<file path="src/rtl/spr_pkg.sv">
package spr_pkg;
   typedef enum logic [1:0] {
      SEL_PC  = 2'd0,
      SEL_MSR = 2'd1,
      SEL_ESR = 2'd2,
      SEL_EAR = 2'd3
   } spr_sel_e;

   typedef enum logic [1:0] {
      WK_MOVE = 2'd0,
      WK_SET  = 2'd1,
      WK_CLR  = 2'd2,
      WK_NONE = 2'd3
   } wr_kind_e;

   typedef enum logic [1:0] {
      RK_SUB = 2'd0,
      RK_INT = 2'd1,
      RK_BRK = 2'd2,
      RK_EXC = 2'd3
   } ret_kind_e;
endpackage

</file>
<file path="src/rtl/spr_status.sv">
module spr_status
   import spr_pkg::*;
#(
   parameter int DATA_W  = 32,
   parameter int IE_BIT  = 1,
   parameter int BIP_BIT = 3,
   parameter int EE_BIT  = 8,
   parameter int EIP_BIT = 9,
   localparam int HALF_W = DATA_W / 2
) (
   input  logic              clk,
   input  logic              rst_n,
   input  logic              wr_en,
   input  logic [1:0]        wr_target,
   input  logic [1:0]        wr_kind,
   input  logic [DATA_W-1:0] wr_data,
   input  logic [HALF_W-1:0] wr_mask,
   input  logic              brk_strobe,
   input  logic              ret_en,
   input  logic [1:0]        ret_kind,
   input  logic              exc_strobe,
   output logic [DATA_W-1:0] msr
);
   logic [DATA_W-1:0] msr_nxt;
   logic              hit;

   assign hit = wr_en && (spr_sel_e'(wr_target) == SEL_MSR);

   always_comb begin
      msr_nxt = msr;
      if (hit) begin
         case (wr_kind_e'(wr_kind))
            WK_MOVE: msr_nxt = wr_data;
            WK_SET:  msr_nxt[HALF_W-1:0] = msr[HALF_W-1:0] | wr_mask;
            WK_CLR:  msr_nxt[HALF_W-1:0] = msr[HALF_W-1:0] & ~wr_mask;
            default: ;
         endcase
      end
      if (ret_en) begin
         case (ret_kind_e'(ret_kind))
            RK_INT: msr_nxt[IE_BIT] = 1'b1;
            RK_BRK: msr_nxt[BIP_BIT] = 1'b0;
            RK_EXC: begin
               msr_nxt[EIP_BIT] = 1'b0;
               msr_nxt[EE_BIT]  = 1'b1;
            end
            default: ;
         endcase
      end
      if (brk_strobe) msr_nxt[BIP_BIT] = 1'b1;
      if (exc_strobe) msr_nxt[EIP_BIT] = 1'b1;
   end

   always_ff @(posedge clk) begin
      if (!rst_n) msr <= '0;
      else        msr <= msr_nxt;
   end

   // only a move-to may change the upper half
   assert_upper_keep_R4: assert property (@(posedge clk) disable iff (!rst_n)
      !(hit && wr_kind == 2'd0) |=> msr[DATA_W-1:HALF_W] == $past(msr[DATA_W-1:HALF_W]));

   assert_brk_sets_R6: assert property (@(posedge clk) disable iff (!rst_n)
      brk_strobe |=> msr[BIP_BIT]);

   assert_exc_flag_R8: assert property (@(posedge clk) disable iff (!rst_n)
      exc_strobe |=> msr[EIP_BIT]);

   // writes aimed elsewhere with no side effects leave the MSR alone
   assert_no_stray_R2: assert property (@(posedge clk) disable iff (!rst_n)
      (!hit && !ret_en && !brk_strobe && !exc_strobe) |=> $stable(msr));
endmodule

</file>
<file path="src/rtl/spr_fault.sv">
module spr_fault #(
   parameter int DATA_W = 32
) (
   input  logic              clk,
   input  logic              rst_n,
   input  logic              exc_strobe,
   input  logic [DATA_W-1:0] exc_status,
   input  logic [DATA_W-1:0] exc_addr,
   output logic [DATA_W-1:0] esr,
   output logic [DATA_W-1:0] ear
);
   always_ff @(posedge clk) begin
      if (!rst_n) begin
         esr <= '0;
         ear <= '0;
      end else if (exc_strobe) begin
         esr <= exc_status;
         ear <= exc_addr;
      end
   end

   assert_exc_load_R8: assert property (@(posedge clk) disable iff (!rst_n)
      exc_strobe |=> (esr == $past(exc_status)) && (ear == $past(exc_addr)));

   assert_fault_hold_R2: assert property (@(posedge clk) disable iff (!rst_n)
      !exc_strobe |=> $stable(esr) && $stable(ear));
endmodule

</file>
<file path="src/rtl/spr_rdport.sv">
module spr_rdport
   import spr_pkg::*;
#(
   parameter int DATA_W     = 32,
   parameter bit RESULT_REG = 1'b1
) (
   input  logic              clk,
   input  logic              rst_n,
   input  logic              rd_en,
   input  logic [1:0]        rd_sel,
   input  logic [DATA_W-1:0] pc_in,
   input  logic [DATA_W-1:0] msr,
   input  logic [DATA_W-1:0] esr,
   input  logic [DATA_W-1:0] ear,
   output logic              res_valid,
   output logic [DATA_W-1:0] res_data
);
   logic [DATA_W-1:0] pick;

   always_comb begin
      case (spr_sel_e'(rd_sel))
         SEL_PC:  pick = pc_in;
         SEL_MSR: pick = msr;
         SEL_ESR: pick = esr;
         default: pick = ear;
      endcase
   end

   generate
      if (RESULT_REG) begin : g_reg
         always_ff @(posedge clk) begin
            if (!rst_n) begin
               res_valid <= 1'b0;
               res_data  <= '0;
            end else begin
               res_valid <= rd_en;
               if (rd_en) res_data <= pick;
            end
         end

         assert_rd_valid_R5: assert property (@(posedge clk) disable iff (!rst_n)
            rd_en |=> res_valid);

         // the captured MSR value is the one before any same-cycle write
         assert_old_msr_R9: assert property (@(posedge clk) disable iff (!rst_n)
            (rd_en && rd_sel == 2'd1) |=> res_data == $past(msr));
      end else begin : g_comb
         assign res_valid = rd_en;
         assign res_data  = pick;
      end
   endgenerate
endmodule

</file>
<file path="src/rtl/spr_unit.sv">
module spr_unit
   import spr_pkg::*;
#(
   parameter int DATA_W     = 32,
   parameter int IE_BIT     = 1,
   parameter int BIP_BIT    = 3,
   parameter int EE_BIT     = 8,
   parameter int EIP_BIT    = 9,
   parameter bit RESULT_REG = 1'b1,
   localparam int HALF_W    = DATA_W / 2
) (
   input  logic              clk,
   input  logic              rst_n,
   input  logic [DATA_W-1:0] pc_in,
   input  logic              rd_en,
   input  logic [1:0]        rd_sel,
   output logic              res_valid,
   output logic [DATA_W-1:0] res_data,
   input  logic              wr_en,
   input  logic [1:0]        wr_target,
   input  logic [1:0]        wr_kind,
   input  logic [DATA_W-1:0] wr_data,
   input  logic [HALF_W-1:0] wr_mask,
   input  logic              brk_strobe,
   input  logic              ret_en,
   input  logic [1:0]        ret_kind,
   input  logic              exc_strobe,
   input  logic [DATA_W-1:0] exc_status,
   input  logic [DATA_W-1:0] exc_addr
);
   generate
      if (DATA_W < 4 || DATA_W % 2 != 0) begin : g_bad_width
         $error("spr_unit: DATA_W must be even and at least 4");
      end
      if (IE_BIT >= HALF_W || BIP_BIT >= HALF_W || EE_BIT >= HALF_W || EIP_BIT >= HALF_W) begin : g_bad_bits
         $error("spr_unit: status flag bits must lie in the lower half");
      end
   endgenerate

   logic [DATA_W-1:0] msr, esr, ear;

   spr_status #(
      .DATA_W (DATA_W), .IE_BIT (IE_BIT), .BIP_BIT (BIP_BIT),
      .EE_BIT (EE_BIT), .EIP_BIT (EIP_BIT)
   ) i_status (
      .clk        (clk),
      .rst_n      (rst_n),
      .wr_en      (wr_en),
      .wr_target  (wr_target),
      .wr_kind    (wr_kind),
      .wr_data    (wr_data),
      .wr_mask    (wr_mask),
      .brk_strobe (brk_strobe),
      .ret_en     (ret_en),
      .ret_kind   (ret_kind),
      .exc_strobe (exc_strobe),
      .msr        (msr)
   );

   spr_fault #(.DATA_W (DATA_W)) i_fault (
      .clk        (clk),
      .rst_n      (rst_n),
      .exc_strobe (exc_strobe),
      .exc_status (exc_status),
      .exc_addr   (exc_addr),
      .esr        (esr),
      .ear        (ear)
   );

   spr_rdport #(.DATA_W (DATA_W), .RESULT_REG (RESULT_REG)) i_rdport (
      .clk       (clk),
      .rst_n     (rst_n),
      .rd_en     (rd_en),
      .rd_sel    (rd_sel),
      .pc_in     (pc_in),
      .msr       (msr),
      .esr       (esr),
      .ear       (ear),
      .res_valid (res_valid),
      .res_data  (res_data)
   );
endmodule

</file>
<file path="config.mk">
export PLATFORM = sky130hd
export DESIGN_NAME = spr_unit
export DESIGN_NICKNAME = d
export VERILOG_FILES = /design/src/rtl/spr_pkg.sv /design/src/rtl/spr_status.sv /design/src/rtl/spr_fault.sv /design/src/rtl/spr_rdport.sv /design/src/rtl/spr_unit.sv
export SDC_FILE = /design/constraint.sdc
export NUM_CORES = 1
export LEC_CHECK = 0
export BUFFER_PORTS_ARGS = -buffer_cell sky130_fd_sc_hd__buf_2
export CAP_MARGIN = 20
export CORE_MARGIN = 8
export CORE_UTILIZATION = 46
export CTS_CLUSTER_DIAMETER = 120
export DETAILED_ROUTE_END_ITERATION = 10
export PLACE_DENSITY_LB_ADDON = 0.1
export RECOVER_POWER = 100
export SYNTH_ARGS = -nofsm -noshare
export SYNTH_HDL_FRONTEND = slang
export SYNTH_SLANG_ARGS = --single-unit
export TNS_END_PERCENT = 30
</file>
<file path="constraint.sdc">
create_clock -name clk -period 1.1 [get_ports clk]
set_input_delay 0.11 -clock clk [delete_from_list [all_inputs] [get_ports clk]]
set_output_delay 0.11 -clock clk [all_outputs]
set_load 0.02 [all_outputs]
</file>
==> results by group <==
Power and ir drop
  – Max IR drop VDD: 0.000983 V
  – Internal power: 9.63 mW
  – Pwr Density: 1420 nW/um^2
  – Clock Power Share: 44.8%
  – Sw Pwr: 2.78 mW
  – Switch share: 22.4%
  – Sequential share of power: 40.7%
  – P_leak: 3.88 nW
  – Total Power: 12.4 mW
  – Combinational share of power: 14.5%

Critical path
  – Reg2Reg Setup Slack: -8 ps
  – RR Endpoint: i_rdport.res_data[6]
  – Worst Path Required: 1400 ps
  – Worst setup path end: i_rdport.res_data[6]
  – Startpoint types: register
  – Worst Path Arrival: 1410 ps
  – Crit path max fanout: 2
  – Critical Path Sink Type: register
  – CP startpoint: i_fault.ear[6]
  – Reg2Reg Launch Point: i_fault.ear[6]
  – Reg2Reg Depth: 3
  – Crit path kind: reg2reg

Logic synthesis
  – Mapped Cells: 540
  – Seq/Total Area, Yosys: 43.1%
  – Syn_nets: 699
  – Mean Syn Cell Area: 11.1 um^2
  – Synth Register Bits: 129
  – Area of the mapped netlist: 5990 um^2
  – Synthesis warning total: 0
  – Top cell type's share of synthesized area: 43.1%
  – Synth area leaders: dfxtp_1 43%, mux2i_1 16%, mux4_2 11%
  – Area leader, netlist: dfxtp_1
  – Distinct cells, synth: 35

Job
  – Number of max-cap violations: 0

Worst hold path
  – Hold Crit Class: in2reg
  – Hold depth: 3
  – Hold_sp: wr_mask[9]

Place
  – Hpwl dp: 12.0 mm
  – Placer Congestion: 0.857
  – Number of port buffers: 191

Route
  – First-pass DRT Iterations: 4
  – DR iter-0 viols: 244
  – Via count: 5,001
  – Routed length per placed instance: 16.9 um
  – Drt drc: 0
  – WL final: 17.1 mm
  – DRT antenna net count: 0
  – Routed vias/inst: 4.96

Final layout
  – Finished Core Util: 68.9%
  – Layout Nets: 982
  – Layout cell share with drive strength beyond 1: 37.6%
  – Layout area overhead: 45.6%
  – Most frequent cells in the layout: 174 x buf_2, 100 x nor2b_1, 99 x dfxtp_1
  – Commonest non-fill, non-tap cell in the layout: buf_2

STA
  – RSZ-0062 raised after global routing: yes
  – Tmin final: 1110 ps
  – Worst slew margin: 59.8%
  – Worst Max-Slew Pin Slew: 602 ps
  – Final hold vios: 0
  – Final setup viols: 4
  – Highest clock rate: 902 MHz
  – Final Worst Setup Slack: -8.06 ps
  – Max Clock Skew: 6.61 ps
  – Fin crit share: 101%
  – Fin. max-slew vios: 0

CTS
  – CTS Buffer Depth: 2
  – Root Driver: clkbuf_16
  – TritonCTS Buffers: 17
  – Clock-pin slew on the worst setup and hold paths: 60 ps
  – CTS tree: done
  – Sink Count: 129
  – CTS H-tree depth: 4
  – Clk_lat worst skew: 410 ps

Global route
  – Total gr overflow: 0
  – Antenna violations before repair: 2
  – Largest net degree at the start of global routing: 58
  – Overall Global Routing Usage: 20.6%
  – Global-route wire length before repair: 27.0 mm
  – Vias in the first global route: 5,352

Die
  – Die Y: 130 um
  – Starting Density: 47.3%
  – DIE AREA: 16,900 um^2
  – # IOs: 192
  – Die X: 130 um
  – Core area: 12,700 um^2
  – Row Count: 41

Run status
  – Status: complete, but fails checks
  – Failing checks: negative setup slack
## routing by layer
| metal | vias to the layer above | routed length (um) | global-route usage (%) |
|---|---|---|---|
| met2 | 136 | 8620 | 36.0 |
| met5 | - | 0 | 0 |
| li1 | 2477 | - | - |
| met4 | 0 | 368 | 7.31 |
| met3 | 24 | 1260 | 6.77 |
| met1 | 2364 | 6830 | 23.0 |
## flip-flops by register name (all words and copies together), names as in the netlist
name                count
i_fault.ear            32
i_status.msr           32
i_rdport.res_valid      1
i_rdport.res_data      32
i_fault.esr            32
## timing repair
action,4_1_cts,5_1_grt
endpoints found under the setup margin,7,31
hold endpoints to repair,81,0
gates resized for setup,9,25
hold buffers,81,0
pin swaps,0,0
setup buffers,1,1
## cells in the mapped netlist (all sizes together)
cell / number
a21o: 2
nand2b: 1
o211ai: 1
mux2i: 98
nand2: 35
a21oi: 25
nor2b: 100
inv: 2
mux4: 32
nand4bb: 1
o221a: 12
nand3: 1
nand3b: 1
clkbuf: 17
and2: 2
dfxtp: 129
nor2: 25
buf: 28
o311ai: 1
o21ai: 4
a222oi: 2
nor3: 2
a21boi: 16
o22ai: 1
o21a: 2
## kinds of logic after synthesis
group,after synthesis,share of synthesized area [%]
multiplexers,130,28.5
flip-flops,129,43.1
AO/OA/AOI/OAI,66,7.89
AND/OR/NAND/NOR,168,15.5
buffers and inverters,47,4.99
## critical path, cell delays in order (launching register included)
cell,delay [ps]
dfxtp_2,320
mux4_2,460
mux2i_1,160
nor2b_1,70
## power by group through the flow
stage               Sequential [mW]  Combinational (mW)  Clock (mW)
finish                         5.05                1.80        5.56
CTS                            5.04                1.82        5.69
global placement               5.13                1.55           0
floorplan                      5.16               0.900           0
detailed placement             5.13                1.59           0
global route                   5.07                1.95        5.91
## stage by stage
step / TNS (ps) / area [um^2] / setup slack [ps] / std cells / hold WS, ps
2_1_floorplan: -480 / 6010 / -19.2 / 540 / 234
3_3_place_gp: -5720 / 7330 / -187 / 893 / 328
3_5_place_dp: -6900 / 7330 / -259 / 893 / 342
4_1_cts: -48.1 / 8730 / -25.7 / 1006 / 1.95
5_1_grt: -1310 / 8720 / -70.7 / 1008 / 13.1
6_report: -20.4 / 8730 / -8.06 / 1009 / 14.9
## final cells by class
| type | count | area [um^2] |
|---|---|---|
| fillers | 1021 | 3940 |
| multi-input cells | 364 | 3100 |
| flip-flops and latches | 129 | 2620 |
| repair buffers | 309 | 2200 |
| clock buffers | 25 | 475 |
| well taps | 172 | 215 |
| clock inverters | 6 | 105 |
| inverters | 2 | 7.51 |
| diodes | 2 | 5.00 |
## worst min-delay path by stage
stage / to / slack [ps]
global placement: i_status.msr[3] / 330
finish: i_status.msr[9] / 10
global route: i_status.msr[9] / 10
floorplan: i_status.msr[3] / 230
detailed placement: i_status.msr[3] / 340
CTS: i_status.msr[9] / 2
Power figures use the tool's default switching activity.
